===== src/rtl/a429_pkg.sv =====
package a429_pkg;
  localparam int unsigned WORD_BITS  = 32;
  localparam int unsigned HALF_BITS  = WORD_BITS / 2;
  localparam int unsigned LABEL_BITS = 8;
  localparam int unsigned TICKS_BIT  = 10;
  localparam int unsigned GAP_BITS   = 4;
  localparam int unsigned GAP_TICKS  = TICKS_BIT * GAP_BITS;
  typedef logic [WORD_BITS-1:0]  word_t;
  typedef logic [LABEL_BITS-1:0] label_t;
endpackage


===== src/rtl/a429_rate_gen.sv =====
module a429_rate_gen #(
  parameter int unsigned DIV_FAST = 16,
  parameter int unsigned DIV_SLOW = 128
) (
  input  logic clk_i,
  input  logic rst_ni,
  input  logic slow_i,
  output logic tick_o
);
  localparam int unsigned CW = $clog2(DIV_SLOW + 1);
  logic [CW-1:0] cnt_q;
  logic [CW-1:0] lim;

  assign lim = slow_i ? CW'(DIV_SLOW - 1) : CW'(DIV_FAST - 1);

  always_ff @(posedge clk_i or negedge rst_ni) begin
    if (!rst_ni) begin
      cnt_q  <= '0;
      tick_o <= 1'b0;
    end else if (cnt_q >= lim) begin
      cnt_q  <= '0;
      tick_o <= 1'b1;
    end else begin
      cnt_q  <= cnt_q + 1'b1;
      tick_o <= 1'b0;
    end
  end
endmodule


===== src/rtl/a429_bit_rx.sv =====
module a429_bit_rx
  import a429_pkg::*;
(
  input  logic  clk_i,
  input  logic  rst_ni,
  input  logic  tick_i,
  input  logic  hi_i,
  input  logic  lo_i,
  output logic  done_o,
  output logic  ok_o,
  output word_t word_o
);
  localparam int unsigned BCW = $clog2(WORD_BITS + 2);
  localparam int unsigned NCW = $clog2(GAP_TICKS + 1);

  logic [1:0]     hi_s, lo_s;
  logic           act_q, bad_q;
  logic [BCW-1:0] bcnt_q;
  logic [NCW-1:0] ncnt_q;
  word_t          sr_q;
  logic           hi, lo, act;

  assign hi  = hi_s[1];
  assign lo  = lo_s[1];
  assign act = hi | lo;

  always_ff @(posedge clk_i or negedge rst_ni) begin
    if (!rst_ni) begin
      hi_s <= '0;
      lo_s <= '0;
    end else begin
      hi_s <= {hi_s[0], hi_i};
      lo_s <= {lo_s[0], lo_i};
    end
  end

  always_ff @(posedge clk_i or negedge rst_ni) begin
    if (!rst_ni) begin
      act_q  <= 1'b0;
      bad_q  <= 1'b0;
      bcnt_q <= '0;
      ncnt_q <= '0;
      sr_q   <= '0;
      done_o <= 1'b0;
      ok_o   <= 1'b0;
      word_o <= '0;
    end else begin
      done_o <= 1'b0;
      if (tick_i) begin
        act_q <= act;
        if (hi && lo) bad_q <= 1'b1;
        if (act) begin
          ncnt_q <= '0;
          if (!act_q) begin
            sr_q <= {hi, sr_q[WORD_BITS-1:1]};
            if (bcnt_q <= BCW'(WORD_BITS)) bcnt_q <= bcnt_q + 1'b1;
          end
        end else if (bcnt_q != '0) begin
          if (ncnt_q == NCW'(GAP_TICKS - 1)) begin
            // gap reached: close the word and judge it
            done_o <= 1'b1;
            ok_o   <= (bcnt_q == BCW'(WORD_BITS)) && (^sr_q) && !bad_q;
            word_o <= sr_q;
            bcnt_q <= '0;
            ncnt_q <= '0;
            bad_q  <= 1'b0;
            sr_q   <= '0;
          end else begin
            ncnt_q <= ncnt_q + 1'b1;
          end
        end
      end
    end
  end
endmodule


===== src/rtl/a429_label_mem.sv =====
module a429_label_mem
  import a429_pkg::*;
(
  input  logic   clk_i,
  input  logic   rst_ni,
  input  logic   we_i,
  input  label_t waddr_i,
  input  logic   wdata_i,
  input  label_t raddr_i,
  output logic   hit_o
);
  localparam int unsigned DEPTH = 1 << LABEL_BITS;
  logic [DEPTH-1:0] en_q;

  always_ff @(posedge clk_i or negedge rst_ni) begin
    if (!rst_ni)   en_q <= '0;
    else if (we_i) en_q[waddr_i] <= wdata_i;
  end

  assign hit_o = en_q[raddr_i];
endmodule


===== src/rtl/a429_rx_filter.sv =====
module a429_rx_filter
  import a429_pkg::*;
#(
  parameter int unsigned DIV_FAST = 16,
  parameter int unsigned DIV_SLOW = 128
) (
  input  logic        clk_i,
  input  logic        rst_ni,
  input  logic        slow_rate_i,
  input  logic        line_hi_i,
  input  logic        line_lo_i,
  input  logic        lbl_we_i,
  input  logic [7:0]  lbl_addr_i,
  input  logic        lbl_data_i,
  input  logic        rd_hi_i,
  output logic [15:0] data_lo_o,
  output logic [15:0] data_hi_o,
  output logic        new_o,
  output logic        overrun_o,
  output logic        rej_o
);
  logic  tick, word_done, word_ok, label_hit, store;
  word_t word, buf_q;

  a429_rate_gen #(.DIV_FAST(DIV_FAST), .DIV_SLOW(DIV_SLOW)) u_rate (
    .clk_i(clk_i), .rst_ni(rst_ni), .slow_i(slow_rate_i), .tick_o(tick)
  );

  a429_bit_rx u_bits (
    .clk_i(clk_i), .rst_ni(rst_ni), .tick_i(tick),
    .hi_i(line_hi_i), .lo_i(line_lo_i),
    .done_o(word_done), .ok_o(word_ok), .word_o(word)
  );

  a429_label_mem u_lbl (
    .clk_i(clk_i), .rst_ni(rst_ni), .we_i(lbl_we_i),
    .waddr_i(lbl_addr_i), .wdata_i(lbl_data_i),
    .raddr_i(word[LABEL_BITS-1:0]), .hit_o(label_hit)
  );

  assign store = word_done && word_ok && label_hit;

  always_ff @(posedge clk_i or negedge rst_ni) begin
    if (!rst_ni) begin
      buf_q     <= '0;
      new_o     <= 1'b0;
      overrun_o <= 1'b0;
      rej_o     <= 1'b0;
    end else begin
      rej_o <= word_done && !word_ok;
      if (store) begin
        buf_q     <= word;
        new_o     <= 1'b1;
        overrun_o <= (new_o && !rd_hi_i) || (overrun_o && !rd_hi_i);
      end else if (rd_hi_i) begin
        new_o     <= 1'b0;
        overrun_o <= 1'b0;
      end
    end
  end

  assign data_lo_o = buf_q[HALF_BITS-1:0];
  assign data_hi_o = buf_q[WORD_BITS-1:HALF_BITS];
endmodule


===== config.mk =====
export PLATFORM = sky130hd
export DESIGN_NAME = a429_rx_filter
export DESIGN_NICKNAME = d
export VERILOG_FILES = /design/src/rtl/a429_pkg.sv /design/src/rtl/a429_rate_gen.sv /design/src/rtl/a429_bit_rx.sv /design/src/rtl/a429_label_mem.sv /design/src/rtl/a429_rx_filter.sv
export SDC_FILE = /design/constraint.sdc
export NUM_CORES = 1
export LEC_CHECK = 0
export ABC_AREA = 0
export BUFFER_PORTS_ARGS = -buffer_cell sky130_fd_sc_hd__buf_2
export CAP_MARGIN = 20
export CORE_MARGIN = 1.5
export CORE_UTILIZATION = 60
export CTS_BUF_LIST = sky130_fd_sc_hd__clkbuf_2
export CTS_CLUSTER_SIZE = 24
export DETAILED_ROUTE_END_ITERATION = 10
export GPL_ROUTABILITY_DRIVEN = 0
export PLACE_DENSITY = 0.87
export SLEW_MARGIN = 5
export SYNTH_ARGS = -nofsm -noshare
export SYNTH_HDL_FRONTEND = slang
export SYNTH_SLANG_ARGS = --single-unit

===== constraint.sdc =====
create_clock -name clk_i -period 4.5 [get_ports clk_i]
set_input_delay 1.35 -clock clk_i [delete_from_list [all_inputs] [get_ports clk_i]]
set_output_delay 1.35 -clock clk_i [all_outputs]
set_load 0.01 [all_outputs]

==> out/qor.yml <==
outcome: "complete, no violations"
drv_slew: 0
dp_cells: 1876
htreeDepth: 3
multi_input_area_sq_mm: 0.00822
ir_drop_v: 0.000144
fin_crit_ns: 3.50
fp.dieW_microns: 178
yosysSeqAreaShare_pct: 52.4
post_cts_buffers: 0
yosys-top-cells-area: "dfrtp_1, mux2_2, mux4_2"
p_leak_nw: 9.20
arrival_ns: 4.34
grt_overflow_total: 0
drive_above_1_share_pct: 36.3
drc: 0
finClkSkew_ns: 0.0871
dieArea_sq_mm: 0.0316
synth_edf_count: 0
netlist.area_leader.share_pct: 52.4
tightest_slew_ns: 1.02
nNetsFinal: 1607
cap_violations: 0
row_count: 63
startpoint_type: "flip-flop"
synth_area_per_cell_sq_um: 12.1
cp_max_fo: 32
finalCritPeriodShare_pct: 77.7
dieHeight_microns: 178
clockPowerShare_pct: 34.0
internal-power_mw: 4.72
min_from: "u_bits.hi_s[0]"
clk_latency_ns: 0.98
r2r_end: "buf_q[31]"
critPathTopFamily: "multiplexers"
cp_num_buf_inv: 1
core_sq_mm: 0.0299
cpMostUsedCell: "mux4_2"
start_util_pct: 61.4
p_switching_mw: 1.88
clockRootBuffer: "clkbuf_2"
crit_path_max_incr_delay_ns: 0.83
min_to: "u_bits.hi_s[1]"
rsz0062_at_grt: "no"
yosys.cell_count.top_type: "dfrtp_1"
crit_chain: "mux4_2, mux4_2, nand2_1, and4_1, nor4_2, a21oi_4, buf_4, mux2_2"
switching_share_pct: 28.5
cts_buffer_depth: 3
setup_tns_ns: 0
cp_slowest_cell: "dfrtp_2"
wirelength_mm: 41.8
reg2reg_depth: 8
cts_tree: "done"
grt_start_max_net_pins: 139
crit_path_end_kind: "flip-flop"
synth_nets: 1544
slew_headroom_pct: 31.7
numCtsBuffers: 96
vias: 12425
port_buffers: 50
avgRoutedWirePerCell_microns: 20.5
rrSetupSlack_ns: 1.00
setup_viol_count_final: 0
yosys.area.top_type: "dfrtp_1"
drt_iter0_drc: 1073
hold_viol_final: 0
whs_path_depth: 0
regArea_sq_mm: 0.00961
worst_ep_required_time_ns: 5.35
grt_pass1_wl_mm: 67.9
pwr-share-seq_pct: 56.8
syn-cell-area_sq_mm: 0.0183
fin_cells: 2039
fillers: 2113
yosys_most_used_dff: "dfrtp_1"
power_density_mw_per_mm2: 335
synth_common_cells: "dfrtp_1, mux2_2, nor2_1"
crit-reg2reg-launch: "u_bits.word_o[1]"
synth.distinct_cells: 53
clock.fmax_mhz: 286
syn_to_final_growth_pct: 7.56
grt_pass1_vias: 12863
synth_cells: 1521
synth_seq_cells: 384
worst_hold_path_type: "flip-flop to flip-flop"
combPwrFrac_pct: 9.3
async_flop_share_pct: 100
firstDrtPassIters: 5
pin_count: 51
antenna_left: 0
ctsResizeCount: 0
antenna_found_initial: 2
grt_usage_pct: 27.7
holdBufCountCts: 0
hpwl_mm: 26.0
crit_type: "flip-flop to flip-flop"
yosysWarnings: 0
routed_via_density: 6.09
clk_pin_slew_ns: 0.11
numClockSinks: 384
[sequential cells by signal, summed over array words and instances (netlist names), 2 cells and up]
| name | flops |
|---|---|
| u_bits.sr_q | 32 |
| u_rate.cnt_q | 8 |
| u_bits.ncnt_q | 6 |
| u_bits.bcnt_q | 6 |
| u_bits.hi_s | 2 |
| u_lbl.en_q | 256 |
| u_bits.word_o | 32 |
| u_bits.lo_s | 2 |
| buf_q | 32 |
[metrics by stage]
stage          power (mW)  utilization (%)  hold WS (ns)  setup slack (ns)  cell area [sq um]
6_report             6.60             66.0         0.371              1.00              19700
5_1_grt              6.93             66.0         0.384             0.864              19700
4_1_cts              6.66             66.0         0.383              1.03              19700
3_5_place_dp         4.43             63.3         0.346              1.03              18900
3_3_place_gp         4.39             63.3         0.342              1.07              18900
2_1_floorplan        4.20                -         0.331              1.46              18300
[cell families after synthesis]
kind of cell | Yosys count | share of synthesized area, %
flip-flops | 384 | 52.4
buffers and inverters | 122 | 2.81
adder cells (fa/ha/maj) | 7 | 0.478
AO/OA/AOI/OAI | 75 | 2.46
multiplexers | 398 | 28.7
XOR/XNOR | 41 | 1.96
AND/OR/NAND/NOR | 494 | 11.2
[worst reg2reg max path, stage by stage, from the launching register on]
cell and delay, ns:
dfrtp_2 0.83, mux4_2 0.66, mux4_2 0.51, nand2_1 0.08
and4_1 0.28, nor4_2 0.10, a21oi_4 0.11, buf_4 0.39
mux2_2 0.43
[worst max path at each step]
stage,from,cells past startpoint,end,slack (ns)
3_3_place_gp,u_bits.word_o[1],8,buf_q[31],1.07
4_1_cts,u_bits.word_o[1],8,buf_q[31],1.03
6_report,u_bits.word_o[1],8,buf_q[31],1.00
2_1_floorplan,lbl_addr_i[0],6,u_lbl.en_q[124],1.46
5_1_grt,u_bits.word_o[1],7,buf_q[1],0.86
3_5_place_dp,u_bits.word_o[1],8,buf_q[31],1.03
[cell type report]
cell class,count,share of cell area [%]
tap,390,2.47
timing repair buffer,77,2.76
sequential,384,48.8
clock inverter,22,0.577
antenna,2,0.0254
clock buffer,139,3.53
multi-input combinational,1015,41.7
inverter,10,0.190
[power by group through the flow]
stage                     Combinational [mW]  Sequential (mW)  Clock, mW
after floorplan                        0.429             3.77          0
after global placement                 0.587             3.80          0
after detailed placement               0.614             3.81          0
after CTS                              0.617             3.75       2.30
after global routing                   0.677             3.77       2.48
final                                  0.612             3.75       2.24
[cell usage in the layout, fill, tap and decap left out, drive strengths merged, types with 18 or more instances in the layout]
cell type	n
nand2	176
nand3	19
clkbuf	139
dfrtp	384
nor2	239
buf	77
mux4	70
o21ai	42
clkinv	18
xnor2	32
mux2	320
[routing by layer]
layer / vias to the layer above / global-route usage, % / part of all wire [%]
li1: 5433 / - / -
met1: 6304 / 36.9 / 41
met2: 559 / 44.4 / 48
met3: 127 / 5.55 / 7.8
met4: 2 / 12.2 / 3.0
met5: - / 0 / 0.033
(Power assumes the default switching activity.)
